[config.mk]
export PLATFORM = sky130hd
export DESIGN_NAME = lqv_load_queue
export DESIGN_NICKNAME = d
export VERILOG_FILES = /design/src/rtl/lqv_pkg.sv /design/src/rtl/lqv_match.sv /design/src/rtl/lqv_oldest_pick.sv /design/src/rtl/lqv_load_queue.sv
export SDC_FILE = /design/constraint.sdc
export NUM_CORES = 1
export LEC_CHECK = 0
export CAP_MARGIN = 20
export CORE_ASPECT_RATIO = 0.9
export CORE_MARGIN = 3
export CORE_UTILIZATION = 35
export CTS_BUF_LIST = sky130_fd_sc_hd__clkbuf_4
export CTS_CLUSTER_DIAMETER = 150
export DETAILED_ROUTE_END_ITERATION = 6
export SLEW_MARGIN = 20
export SYNTH_ARGS = -nofsm -noshare
export SYNTH_HDL_FRONTEND = slang
export SYNTH_SLANG_ARGS = --single-unit
[constraint.sdc]
create_clock -name clk -period 15.3 [get_ports clk]
set_input_delay 3.06 -clock clk [delete_from_list [all_inputs] [get_ports clk]]
set_output_delay 3.06 -clock clk [all_outputs]
set_load 0.02 [all_outputs]
[src/rtl/lqv_pkg.sv]
package lqv_pkg;
    typedef struct packed {
        logic valid;
        logic addr_ok;
        logic done;
    } lq_flags_t;
endpackage

[src/rtl/lqv_match.sv]
module lqv_match
    import lqv_pkg::*;
#(
    parameter int DEPTH  = 8,
    parameter int AGE_W  = 6,
    parameter int ADDR_W = 16
) (
    input  lq_flags_t [DEPTH-1:0]             flags,
    input  logic      [DEPTH-1:0][AGE_W-1:0]  ages,
    input  logic      [DEPTH-1:0][ADDR_W-1:0] addrs,
    input  logic      [AGE_W-1:0]             probe_age,
    input  logic      [ADDR_W-1:0]            probe_addr,
    output logic      [DEPTH-1:0]             hit
);
    // One comparator per slot; a slot hits when it is a younger performed load at the probe address.
    for (genvar g = 0; g < DEPTH; g++) begin : g_slot
        logic [AGE_W-1:0] diff;
        logic             younger;
        assign diff    = ages[g] - probe_age;
        assign younger = (diff != '0) && !diff[AGE_W-1];
        assign hit[g]  = flags[g].valid && flags[g].addr_ok && flags[g].done
                         && (addrs[g] == probe_addr) && younger;
    end
endmodule

[src/rtl/lqv_oldest_pick.sv]
module lqv_oldest_pick #(
    parameter int DEPTH = 8,
    parameter int IDX_W = 3
) (
    input  logic [DEPTH-1:0] hit,
    input  logic [IDX_W-1:0] head,
    output logic             any,
    output logic [IDX_W-1:0] sel
);
    // Scan outward from the head; the first hit is the oldest in program order.
    always_comb begin
        any = 1'b0;
        sel = '0;
        for (int k = 0; k < DEPTH; k++) begin
            logic [IDX_W-1:0] idx;
            idx = head + IDX_W'(k);
            if (hit[idx] && !any) begin
                any = 1'b1;
                sel = idx;
            end
        end
    end
endmodule

[src/rtl/lqv_load_queue.sv]
module lqv_load_queue
    import lqv_pkg::*;
#(
    parameter int DEPTH  = 8,
    parameter int AGE_W  = 6,
    parameter int ADDR_W = 16,
    localparam int IDX_W = $clog2(DEPTH),
    localparam int CNT_W = $clog2(DEPTH + 1)
) (
    input  logic              clk,
    input  logic              rst_n,
    input  logic              alloc_valid,
    input  logic [AGE_W-1:0]  alloc_age,
    output logic [IDX_W-1:0]  alloc_idx,
    output logic              lq_full,
    input  logic              agen_valid,
    input  logic [IDX_W-1:0]  agen_idx,
    input  logic [ADDR_W-1:0] agen_addr,
    input  logic              perf_valid,
    input  logic [IDX_W-1:0]  perf_idx,
    input  logic              retire_valid,
    input  logic              st_valid,
    input  logic [AGE_W-1:0]  st_age,
    input  logic [ADDR_W-1:0] st_addr,
    input  logic              squash_valid,
    input  logic [AGE_W-1:0]  squash_age,
    output logic              flush_valid,
    output logic [AGE_W-1:0]  flush_age
);
    typedef struct packed {
        lq_flags_t [DEPTH-1:0]             flg;
        logic      [DEPTH-1:0][AGE_W-1:0]  age;
        logic      [DEPTH-1:0][ADDR_W-1:0] addr;
        logic      [IDX_W-1:0]             head;
        logic      [IDX_W-1:0]             tail;
        logic      [CNT_W-1:0]             count;
        logic                              fl_v;
        logic      [AGE_W-1:0]             fl_age;
    } state_t;

    state_t q, d;

    logic [DEPTH-1:0] hit;
    logic             hit_any;
    logic [IDX_W-1:0] hit_sel;

    lqv_match #(.DEPTH(DEPTH), .AGE_W(AGE_W), .ADDR_W(ADDR_W)) u_match (
        .flags      (q.flg),
        .ages       (q.age),
        .addrs      (q.addr),
        .probe_age  (st_age),
        .probe_addr (st_addr),
        .hit        (hit)
    );

    lqv_oldest_pick #(.DEPTH(DEPTH), .IDX_W(IDX_W)) u_pick (
        .hit  (hit),
        .head (q.head),
        .any  (hit_any),
        .sel  (hit_sel)
    );

    logic [DEPTH-1:0] kill;
    always_comb begin
        for (int i = 0; i < DEPTH; i++) begin
            logic [AGE_W-1:0] sd;
            sd      = q.age[i] - squash_age;
            kill[i] = !sd[AGE_W-1];
        end
    end

    always_comb begin
        logic [CNT_W-1:0] keep;
        d    = q;
        keep = '0;
        // Retirement frees the head.
        if (retire_valid && (q.count != '0)) begin
            d.flg[q.head] = '0;
            d.head        = q.head + IDX_W'(1);
            d.count       = q.count - CNT_W'(1);
        end
        // Address generation fills the address field.
        if (agen_valid && d.flg[agen_idx].valid) begin
            d.addr[agen_idx]        = agen_addr;
            d.flg[agen_idx].addr_ok = 1'b1;
        end
        // Cache access marks the load performed.
        if (perf_valid && d.flg[perf_idx].valid && d.flg[perf_idx].addr_ok) begin
            d.flg[perf_idx].done = 1'b1;
        end
        // Allocation at the tail; refused when full at cycle start or during a squash.
        if (alloc_valid && !squash_valid && (q.count != CNT_W'(DEPTH))) begin
            d.flg[q.tail] = '{valid: 1'b1, addr_ok: 1'b0, done: 1'b0};
            d.age[q.tail] = alloc_age;
            d.tail        = q.tail + IDX_W'(1);
            d.count       = d.count + CNT_W'(1);
        end
        // Squash removes the given age and younger, then rewinds the tail.
        if (squash_valid) begin
            for (int i = 0; i < DEPTH; i++) begin
                if (d.flg[i].valid && kill[i]) d.flg[i] = '0;
                keep = keep + CNT_W'(d.flg[i].valid);
            end
            d.count = keep;
            d.tail  = d.head + IDX_W'(keep);
        end
        // Store check result, registered.
        d.fl_v   = st_valid && hit_any;
        d.fl_age = (st_valid && hit_any) ? q.age[hit_sel] : '0;
    end

    always_ff @(posedge clk or negedge rst_n) begin
        if (!rst_n) q <= '0;
        else        q <= d;
    end

    assign alloc_idx   = q.tail;
    assign lq_full     = (q.count == CNT_W'(DEPTH));
    assign flush_valid = q.fl_v;
    assign flush_age   = q.fl_age;
endmodule

Word level (Yosys, flattened, before mapping)
Cells that the tools add are included.

Input bits: 64. Bits in registers: 217.

Reduce and logical (&&, ||, !) cells: 100. Multiplexer cells: 80. Add/subtract/negate cells: 34. Bitwise operators: 5. Order comparisons: 16. Equality and inequality tests: 10.

Operators by type and width (count): $bwmux 128 (1); $eq 16x16->1 (8); $mux 24 (4); $sub 6x6->6 (16); $mux 3 (29); $mux 72 (1); $logic_and 1x1->1 (66); $bwmux 24 (2); $bwmux 48 (1); $demux 16 s3 (1); $lt 3x4->1 const B (12); $reduce_bool 6->1 (8); $demux 3 s3 (4); $and 24x24->24 (1); $bmux 1 s3 (8); $logic_not 1->1 (24); $not 24->24 (1); $bmux 3 s3 (2); $bmux 6 s3 (1); $demux 6 s3 (1); $mux 6 (3); $mux 1 (17); $add 4x1->4 (4); $and 16x16->16 (1); other kinds (20) (29).

Depth between registers and ports, before layout
Gate-level depths: netlist of the first run.

Word-level depth: 31. Mapped depth: 20.

Modules after synthesis
A second synthesis of the first run with hierarchy kept.

Cell total of the unflattened synthesis: 1318. Area, all modules: 14562.7 um^2.

By module, submodules not included: lqv_load_queue (cells an instance 796, instances 1, area each 10232.3 um^2); lqv_match (cells an instance 419, instances 1, area each 3384.5 um^2); lqv_oldest_pick (cells an instance 103, instances 1, area each 945.9 um^2).

Worst setup path before layout of the first run
Ideal clock, no wire load.

Kind: input-to-reg. From: input port squash_age[1]. To: register q (netlist bit alloc_idx[2]). Stages on the path: 20. Arrival time: 7607 ps. Path buffers: 0. Slack: 7556 ps. Cell sequence: inv_1 -> ha_1 -> a21boi_0 -> o21a_1 -> o21ai_0 -> nand2b_1 -> a21oi_1 -> xnor2_1 -> or2_2 -> fa_1 -> fa_1 -> fa_1 -> inv_1 -> ha_1 -> fa_1 -> inv_1 -> fa_1 -> xor2_1 -> xnor2_1 -> a21oi_1.

Word-level cells in the longest chain between the ends: 14. Elaborated cells on any way between the ends: 49. Classes of those cells: add/sub (16); mux (17); reduce/logical (16).

RTL lines: start: declaration (line lqv_load_queue.sv:26) `input logic [AGE_W-1:0] squash_age,`; $sub 6x6->6 (line lqv_load_queue.sv:67) `sd = q.age[i] - squash_age;`; $logic_not 1->1 (line lqv_load_queue.sv:68) `kill[i] = !sd[AGE_W-1];`; $logic_and 1x1->1 (line lqv_load_queue.sv:101) `if (d.flg[i].valid && kill[i]) d.flg[i] = '0;`; $mux 3 (line lqv_load_queue.sv:101); $mux 3 (line lqv_load_queue.sv:99) `if (squash_valid) begin`; $add 1x1->2 (line lqv_load_queue.sv:102) `keep = keep + CNT_W'(d.flg[i].valid);`; $add 2x1->3 (line lqv_load_queue.sv:102); $add 3x1->4 (line lqv_load_queue.sv:102); $add 4x1->4 (3 in a row) (line lqv_load_queue.sv:102); $add 4x1->4 * (line lqv_load_queue.sv:102); $add 3x3->3 * (line lqv_load_queue.sv:105) `d.tail = d.head + IDX_W'(keep);`; $mux 7 * (line lqv_load_queue.sv:99); end signal: assignment (line lqv_load_queue.sv:113) `if (!rst_n) q <= '0;`; end signal: assignment (line lqv_load_queue.sv:114) `else q <= d;`; end: declaration (line lqv_load_queue.sv:41) `state_t q, d;`.

Every way passes the cells marked *; elsewhere a longest branch is shown, timed or not. The select of a mux whose other input is x is not followed. A chain may end at the register's enable or synchronous reset.

Worst setup path after layout of the first run
From: input port squash_valid. To: register q (netlist bit alloc_idx[2]).

Word-level cells in the longest chain between the ends: 16. Elaborated cells on any way between the ends: 38. Classes of those cells: add/sub (8); mux (18); reduce/logical (12).

RTL lines: start: declaration (line lqv_load_queue.sv:25) `input logic squash_valid,`; $logic_not 1->1 (line lqv_load_queue.sv:92) `if (alloc_valid && !squash_valid && (q.count != CNT_W'(DEPTH))) begin`; $logic_and 1x1->1 (2 in a row) (line lqv_load_queue.sv:92); $mux 72 (line lqv_load_queue.sv:92); $logic_and 1x1->1 (line lqv_load_queue.sv:101); $mux 3 (line lqv_load_queue.sv:101); $mux 3 (line lqv_load_queue.sv:99); $add 1x1->2 (line lqv_load_queue.sv:102); $add 2x1->3 (line lqv_load_queue.sv:102); $add 3x1->4 (line lqv_load_queue.sv:102); $add 4x1->4 (4 in a row) (line lqv_load_queue.sv:102); $add 3x3->3 (line lqv_load_queue.sv:105); $mux 7 (line lqv_load_queue.sv:99).

Parallel ways exist; a longest one is shown, timed or not. The select of a mux whose other input is x is not followed.

==> results of run 1 <==
## power groups by stage
| stage | Sequential [mW] | Clock (mW) | Combinational (mW) |
|---|---|---|---|
| finish | 1.08 | 0.559 | 2.05 |
| global route | 1.10 | 0.611 | 2.24 |
| CTS | 1.07 | 0.579 | 2.02 |
| detailed placement | 1.08 | 0 | 2.01 |
| global placement | 1.07 | 0 | 1.97 |
| floorplan | 0.974 | 0 | 1.53 |
## layout make-up
cell class                 instances  area (sq um)  area share
inverter                          51           191      0.0106
timing repair buffer              91           875      0.0484
multi-input combinational       1301         10000       0.555
sequential                       217          5430       0.300
tap                              600           751      0.0415
clock inverter                    11          76.3     0.00422
clock buffer                      96           721      0.0399
antenna                            2          5.00    0.000277
## flip-flops by register name, summed over array words and instances (netlist names)
name,flops
alloc_idx,3
flush_age,6
flush_valid,1
q,207
## cells in the final DEF, fill, tap and decap left out, drive strengths merged, types with 17 or more instances in the layout
master         count
dfrtp            217
mux2             164
xnor2            132
nand2            131
nor2             104
clkbuf            96
ha                85
clkdlybuf4s50     73
a21oi             66
nor3              62
o21ai             55
xor2              51
inv               49
nand3             47
nand4             40
nand2b            28
o2111ai           23
nor4              22
and2              18
buf               18
o211ai            18
nor2b             17
o221ai            17
nor3b             17
a21boi            17
## synthesized netlist by cell type (all sizes together), types with 15 or more instances
cell | instances | area, sq um
a21boi | 17 | 128
a21oi | 66 | 342
and2 | 18 | 114
buf | 44 | 283
clkbuf | 34 | 128
dfrtp | 217 | 5430
ha | 85 | 1060
inv | 48 | 180
mux2 | 164 | 1850
nand2 | 131 | 497
nand2b | 28 | 178
nand3 | 47 | 245
nand4 | 40 | 250
nor2 | 104 | 398
nor2b | 17 | 106
nor3 | 62 | 325
nor3b | 17 | 128
nor4 | 22 | 153
o2111ai | 23 | 201
o211ai | 18 | 170
o21ai | 55 | 279
o221ai | 17 | 149
o32ai | 15 | 146
xnor2 | 132 | 1160
xor2 | 51 | 462
## worst paths after layout
check	start	end
max reg2reg	q[7]	alloc_idx[2]
max in group asynchronous	rst_n	q[210]
min	q[157]	q[157]
min reg2reg	q[157]	q[157]
min in group asynchronous	rst_n	q[86]
max	squash_valid	alloc_idx[2]
## cell families after synthesis
logic type / Yosys count / synth area share
and+or+nand+nor: 529 / 0.170
AOI/OAI and AO/OA: 312 / 0.146
DFF: 217 / 0.339
xor gates and xnor gates: 183 / 0.101
muxes: 179 / 0.125
buffers and inverters: 129 / 0.0375
adders and majority gates: 98 / 0.0825
## per-layer routing
layer,part of all wire,vias to the layer above,global-route usage
met2,0.44,512,0.328
met4,0.022,0,0.0643
met5,0,-,0
met1,0.46,6680,0.311
met3,0.082,64,0.0562
li1,-,6244,-
## through the flow
| stage | setup WS, ns | total power, mW |
|---|---|---|
| 3_5_place_dp | 6.41 | 3.09 |
| 3_3_place_gp | 6.52 | 3.04 |
| 6_report | 7.12 | 3.68 |
| 5_1_grt | 6.73 | 3.95 |
| 2_1_floorplan | 7.56 | 2.51 |
| 4_1_cts | 7.18 | 3.67 |
==> out/metrics.cfg, run 1 <==
[hold_path]
whs_path_depth = 1
hp-class = flip-flop to flip-flop

[setup_path]
end_kind = flip-flop
max_stage_delay_ns = 0.91
crit_type = input pin to flip-flop
cp_num_buf_inv = 3
cp_top_family = adder cells
crit_cells = 17
cp-start-kind = input pin
path_cells = clkdlybuf4s50_1, nor2_1, nand2_1, nor2_1, nor2_1, or2_2, fa_1, fa_1, fa_1, inv_1, ha_1, fa_1, inv_1, fa_1, xor2_1, xnor2_1, a21oi_1
crit_slowest_cell = clkdlybuf4s50_1
worstPathArrival_ns = 8.73
crit_top_cell = fa_1
reg2regPathDepth = 20
r2r_slack_ns = 9.49
path_max_fanout = 30
cp_data_required_time_ns = 15.85

[synth]
ys.flop_type = dfrtp_1
synth.avg_cell_area_sq_um = 9.74
ys_types = 96
ys_async_sr_fraction = 1.00
syn_nets = 1809
yosysSeqAreaShare = 0.339
yosysWarningCount = 0
syn_area_sq_mm = 0.0160
synth_edf_count = 0
syn_inst = 1647
ys_ff_latch = 217

[drt]
post_drt_wl_per_cell_microns = 22.4
vias = 13500
dr.pass1.iters = 6
routed_wl_microns = 53100
drt-initial-drc-count = 1283
route.detailed.drc = 0
viasPerCell = 5.70
final_antenna_net_count = 0

[sta]
min_period_over_period = 0.534
slew_violations = 0
fmax_mhz = 122
fin_skew_ns = 0.0829
setup_viol = 0
rsz0062_at_grt = no
finalHoldViolCount = 0
holdWs_ns = 0.506
finalCriticalPeriod_ns = 8.18
worst_pin_slew_ns = 1.06
slew_headroom = 0.285
tns_ns = 0

[floorplan]
core.rowCount = 73
fp.dieW_microns = 232
io_pins = 75
die_area_sq_mm = 0.0484
fp.dieH_microns = 209
initial_utilization = 0.358
core_sq_mm = 0.0448

[global_routing]
grt_pass1_wl_microns = 81400
grt_max_degree = 97
first_global_vias = 13300
track_usage = 0.219
grt-ovfl-total = 0
antenna_found_initial = 2

[clocking]
path_clk_slew_ns = 0.06
cts-root-buf = clkbuf_4
cts_tree = built
ctsResizeCount = 0
h-tree-depth = 3
tritoncts.num_buffers = 66
cts_setup_buffers = 0
cts_hold_buf = 0
cts_buffer_depth = 3
cts.sinks = 217
clk_latency_ns = 0.76

[flow_run]
drv_cap = 0

[placed_design]
dpl_cell_area_sq_mm = 0.0173
place.gp.congestion = 0.980
dp_cells = 2260
portBuffers = 74
place_hpwl_microns = 40200

[layout]
fin_cells = 2369
syn2layout_area_growth_pct = 12.7
drive_gt1_frac = 0.191
final_area_sq_mm = 0.0181
fillers = 4468
nNetsFinal = 1890
finish.utilization = 0.404

[pwr]
power_density_mw_per_mm2 = 204
clockPowerShare = 0.152
internal-power_mw = 1.94
vdd_drop_max_v = 0.0000907
static-leakage-power_nw = 7.33
share_seq_of_total_power = 0.292
swShare = 0.474
pwr-share-comb = 0.556
p_switching_mw = 1.75

[status]
status = finished clean

Power figures use the tool's default switching activity.
==> run 2: changes to the inputs <==
- clock period: 15.3 -> 6.8 ns (I/O delays scaled with it)
==> run 2 against run 1 <==
Against the previous run: final cell count up 2.1%; clock power rose by 140%; utilization up 0.84 points; clock-buffer cell count decreased by 2; critical path depth up 4; final area is 2.1% higher; critical path type unchanged; global-route usage about the same; clock skew down 0.033 ns; wire length up 0.24%; power up 130%; combinational power is 130% higher.
==> out/metrics.cfg, run 2 (synthesis gave the netlist of run 1 again) <==
[status]
status = finished clean

[pwr]
vdd_drop_max_v = 0.000205  ; +130%
power_density_mw_per_mm2 = 456  ; +120%
static-leakage-power_nw = 7.57  ; +3.3%

[clocking]
cts_hold_buf = 0  ; unchanged
cts_buffer_depth = 3  ; unchanged
clk_latency_ns = 0.74  ; -0.02 ns
ctsResizeCount = 0  ; unchanged
path_clk_slew_ns = 0.06  ; about the same
cts-root-buf = clkbuf_4
tritoncts.num_buffers = 66  ; unchanged
h-tree-depth = 3  ; unchanged
cts_setup_buffers = 0  ; unchanged
cts.sinks = 217  ; unchanged
cts_tree = built

[floorplan]
fp.dieW_microns = 232  ; unchanged
core.rowCount = 73  ; unchanged
initial_utilization = 0.358  ; unchanged
core_sq_mm = 0.0448  ; unchanged
die_area_sq_mm = 0.0484  ; unchanged
io_pins = 75  ; unchanged
fp.dieH_microns = 209  ; unchanged

[sta]
finalCriticalPeriod_ns = 6.20
setup_viol = 0  ; unchanged
holdWs_ns = 0.511  ; +0.00500 ns
worst_pin_slew_ns = 0.926  ; -0.137 ns
slew_headroom = 0.383  ; +0.0981
slew_violations = 0  ; unchanged
fmax_mhz = 161
tns_ns = 0  ; unchanged
min_period_over_period = 0.912
finalHoldViolCount = 0  ; unchanged
rsz0062_at_grt = no
fin_skew_ns = 0.0501  ; -0.0328 ns

[global_routing]
track_usage = 0.219  ; about the same
grt_pass1_wl_microns = 82000  ; +0.74%
antenna_found_initial = 2  ; unchanged
grt-ovfl-total = 0  ; unchanged
first_global_vias = 13500  ; +1.6%
grt_max_degree = 90  ; -7.2%

[drt]
wl_met3_microns = 3600  ; -17%
dr.pass1.iters = 7  ; +1
final_antenna_net_count = 0  ; unchanged
met2_length_microns = 24200  ; +3.6%
viasPerCell = 5.67  ; -0.59%
met1_length_microns = 24500  ; +0.99%
drt-initial-drc-count = 1171  ; -8.7%
post_drt_wl_per_cell_microns = 22.0  ; -1.8%
vias = 13700  ; +1.5%
top_layer = met4
routed_wl_microns = 53300  ; +0.24%
route.detailed.drc = 0  ; unchanged

[setup_path]
path_max_fanout = 2  ; -93%
crit_slowest_cell = fa_1
cp-start-kind = input pin
crit_top_cell = fa_1
max_stage_delay_ns = 0.54  ; -0.37 ns
cp_data_required_time_ns = 7.39  ; -8.46 ns
path_cells = clkdlybuf4s50_1, inv_1, ha_1, a21boi_0, o21a_1, o21ai_0, nand2b_1, a21oi_1, xnor2_1, or2_2, fa_1, fa_1, fa_1, inv_1, ha_1, fa_1, inv_1, fa_1, xor2_1, xnor2_1, a21oi_1
worstPathArrival_ns = 6.79  ; -1.94 ns
end_kind = flip-flop
crit_type = input pin to flip-flop

[layout]
final_area_sq_mm = 0.0185  ; +2.1%
fin_cells = 2418  ; +2.1%
mostFrequentLayoutCells = dfrtp_1 (217), mux2_2 (164), xnor2_1 (132)
finish.utilization = 0.412  ; +0.00839
largest_reg_flops = 207  ; unchanged
largest-register = q
drive_gt1_frac = 0.212  ; +0.0208
syn2layout_area_growth_pct = 15.0
final_common_cell = dfrtp_1
fillers = 4390  ; -1.7%
nNetsFinal = 1932  ; +2.2%

[hold_path]
hp-class = flip-flop to flip-flop

[placed_design]
place.gp.congestion = 0.937  ; -4.4%
place_hpwl_microns = 40100  ; -0.34%
dp_cells = 2302  ; +1.9%
portBuffers = 74  ; unchanged
dpl_cell_area_sq_mm = 0.0176  ; +1.9%

[flow_run]
drv_cap = 0  ; unchanged

## run 2: routing by layer
metal / vias to the layer above / global-route usage
li1: 6317 / -
met1: 6802 / 0.311
met2: 507 / 0.340
met3: 72 / 0.0408
met4: 0 / 0.0624
met5: - / 0
## run 2: report_power, final
part	total (mW)	internal, mW	leakage [nW]	switching [mW]
Sequential	2.37	1.85	2.73	0.525
Clock	1.32	0.714	0.504	0.601
Combinational	4.73	1.91	4.34	2.82
Total	8.42	4.48	7.57	3.95
## run 2: metrics by stage
step	worst slack (ns)	power (mW)
floorplan	0.756	5.64
global placement	0.00174	6.91
detailed placement	-0.0763	7.02
CTS	0.669	8.39
global route	0.455	9.02
finish	0.596	8.42
## run 2: final cells by class
cell class | count | area, sq um | share of cell area
clock inverters | 19 | 143 | 0.00773
inverters | 51 | 191 | 0.0104
multi-input cells | 1301 | 10000 | 0.544
clock buffers | 94 | 706 | 0.0382
repair buffers | 133 | 1190 | 0.0644
flip-flops and latches | 217 | 5430 | 0.294
diodes | 3 | 7.51 | 0.000407
well taps | 600 | 751 | 0.0407
## run 2: worst max-delay path: cells and delay by family
| kind | cells | cell delay (ns) |
|---|---|---|
| buffers and inverters | 4 | 0.65 |
| AO/OA/AOI/OAI | 5 | 0.78 |
| AND/OR/NAND/NOR | 2 | 0.50 |
| XOR/XNOR | 3 | 0.45 |
| adder cells (fa/ha/maj) | 7 | 3.02 |
## run 2: final timing paths
| check | startpoint | to | slack, ns | depth (start not counted) |
|---|---|---|---|---|
| max in group asynchronous | rst_n | q[162] | 4.84 | 2 |
| min in group asynchronous | rst_n | q[112] | 0.61 | 1 |
| worst min-delay path | q[157] | q[157] | 0.51 | 1 |
| worst min register to register | q[157] | q[157] | 0.51 | 1 |
| worst max register to register | q[188] | alloc_idx[2] | 1.28 | 19 |
| worst max-delay path | squash_age[1] | alloc_idx[2] | 0.60 | 21 |
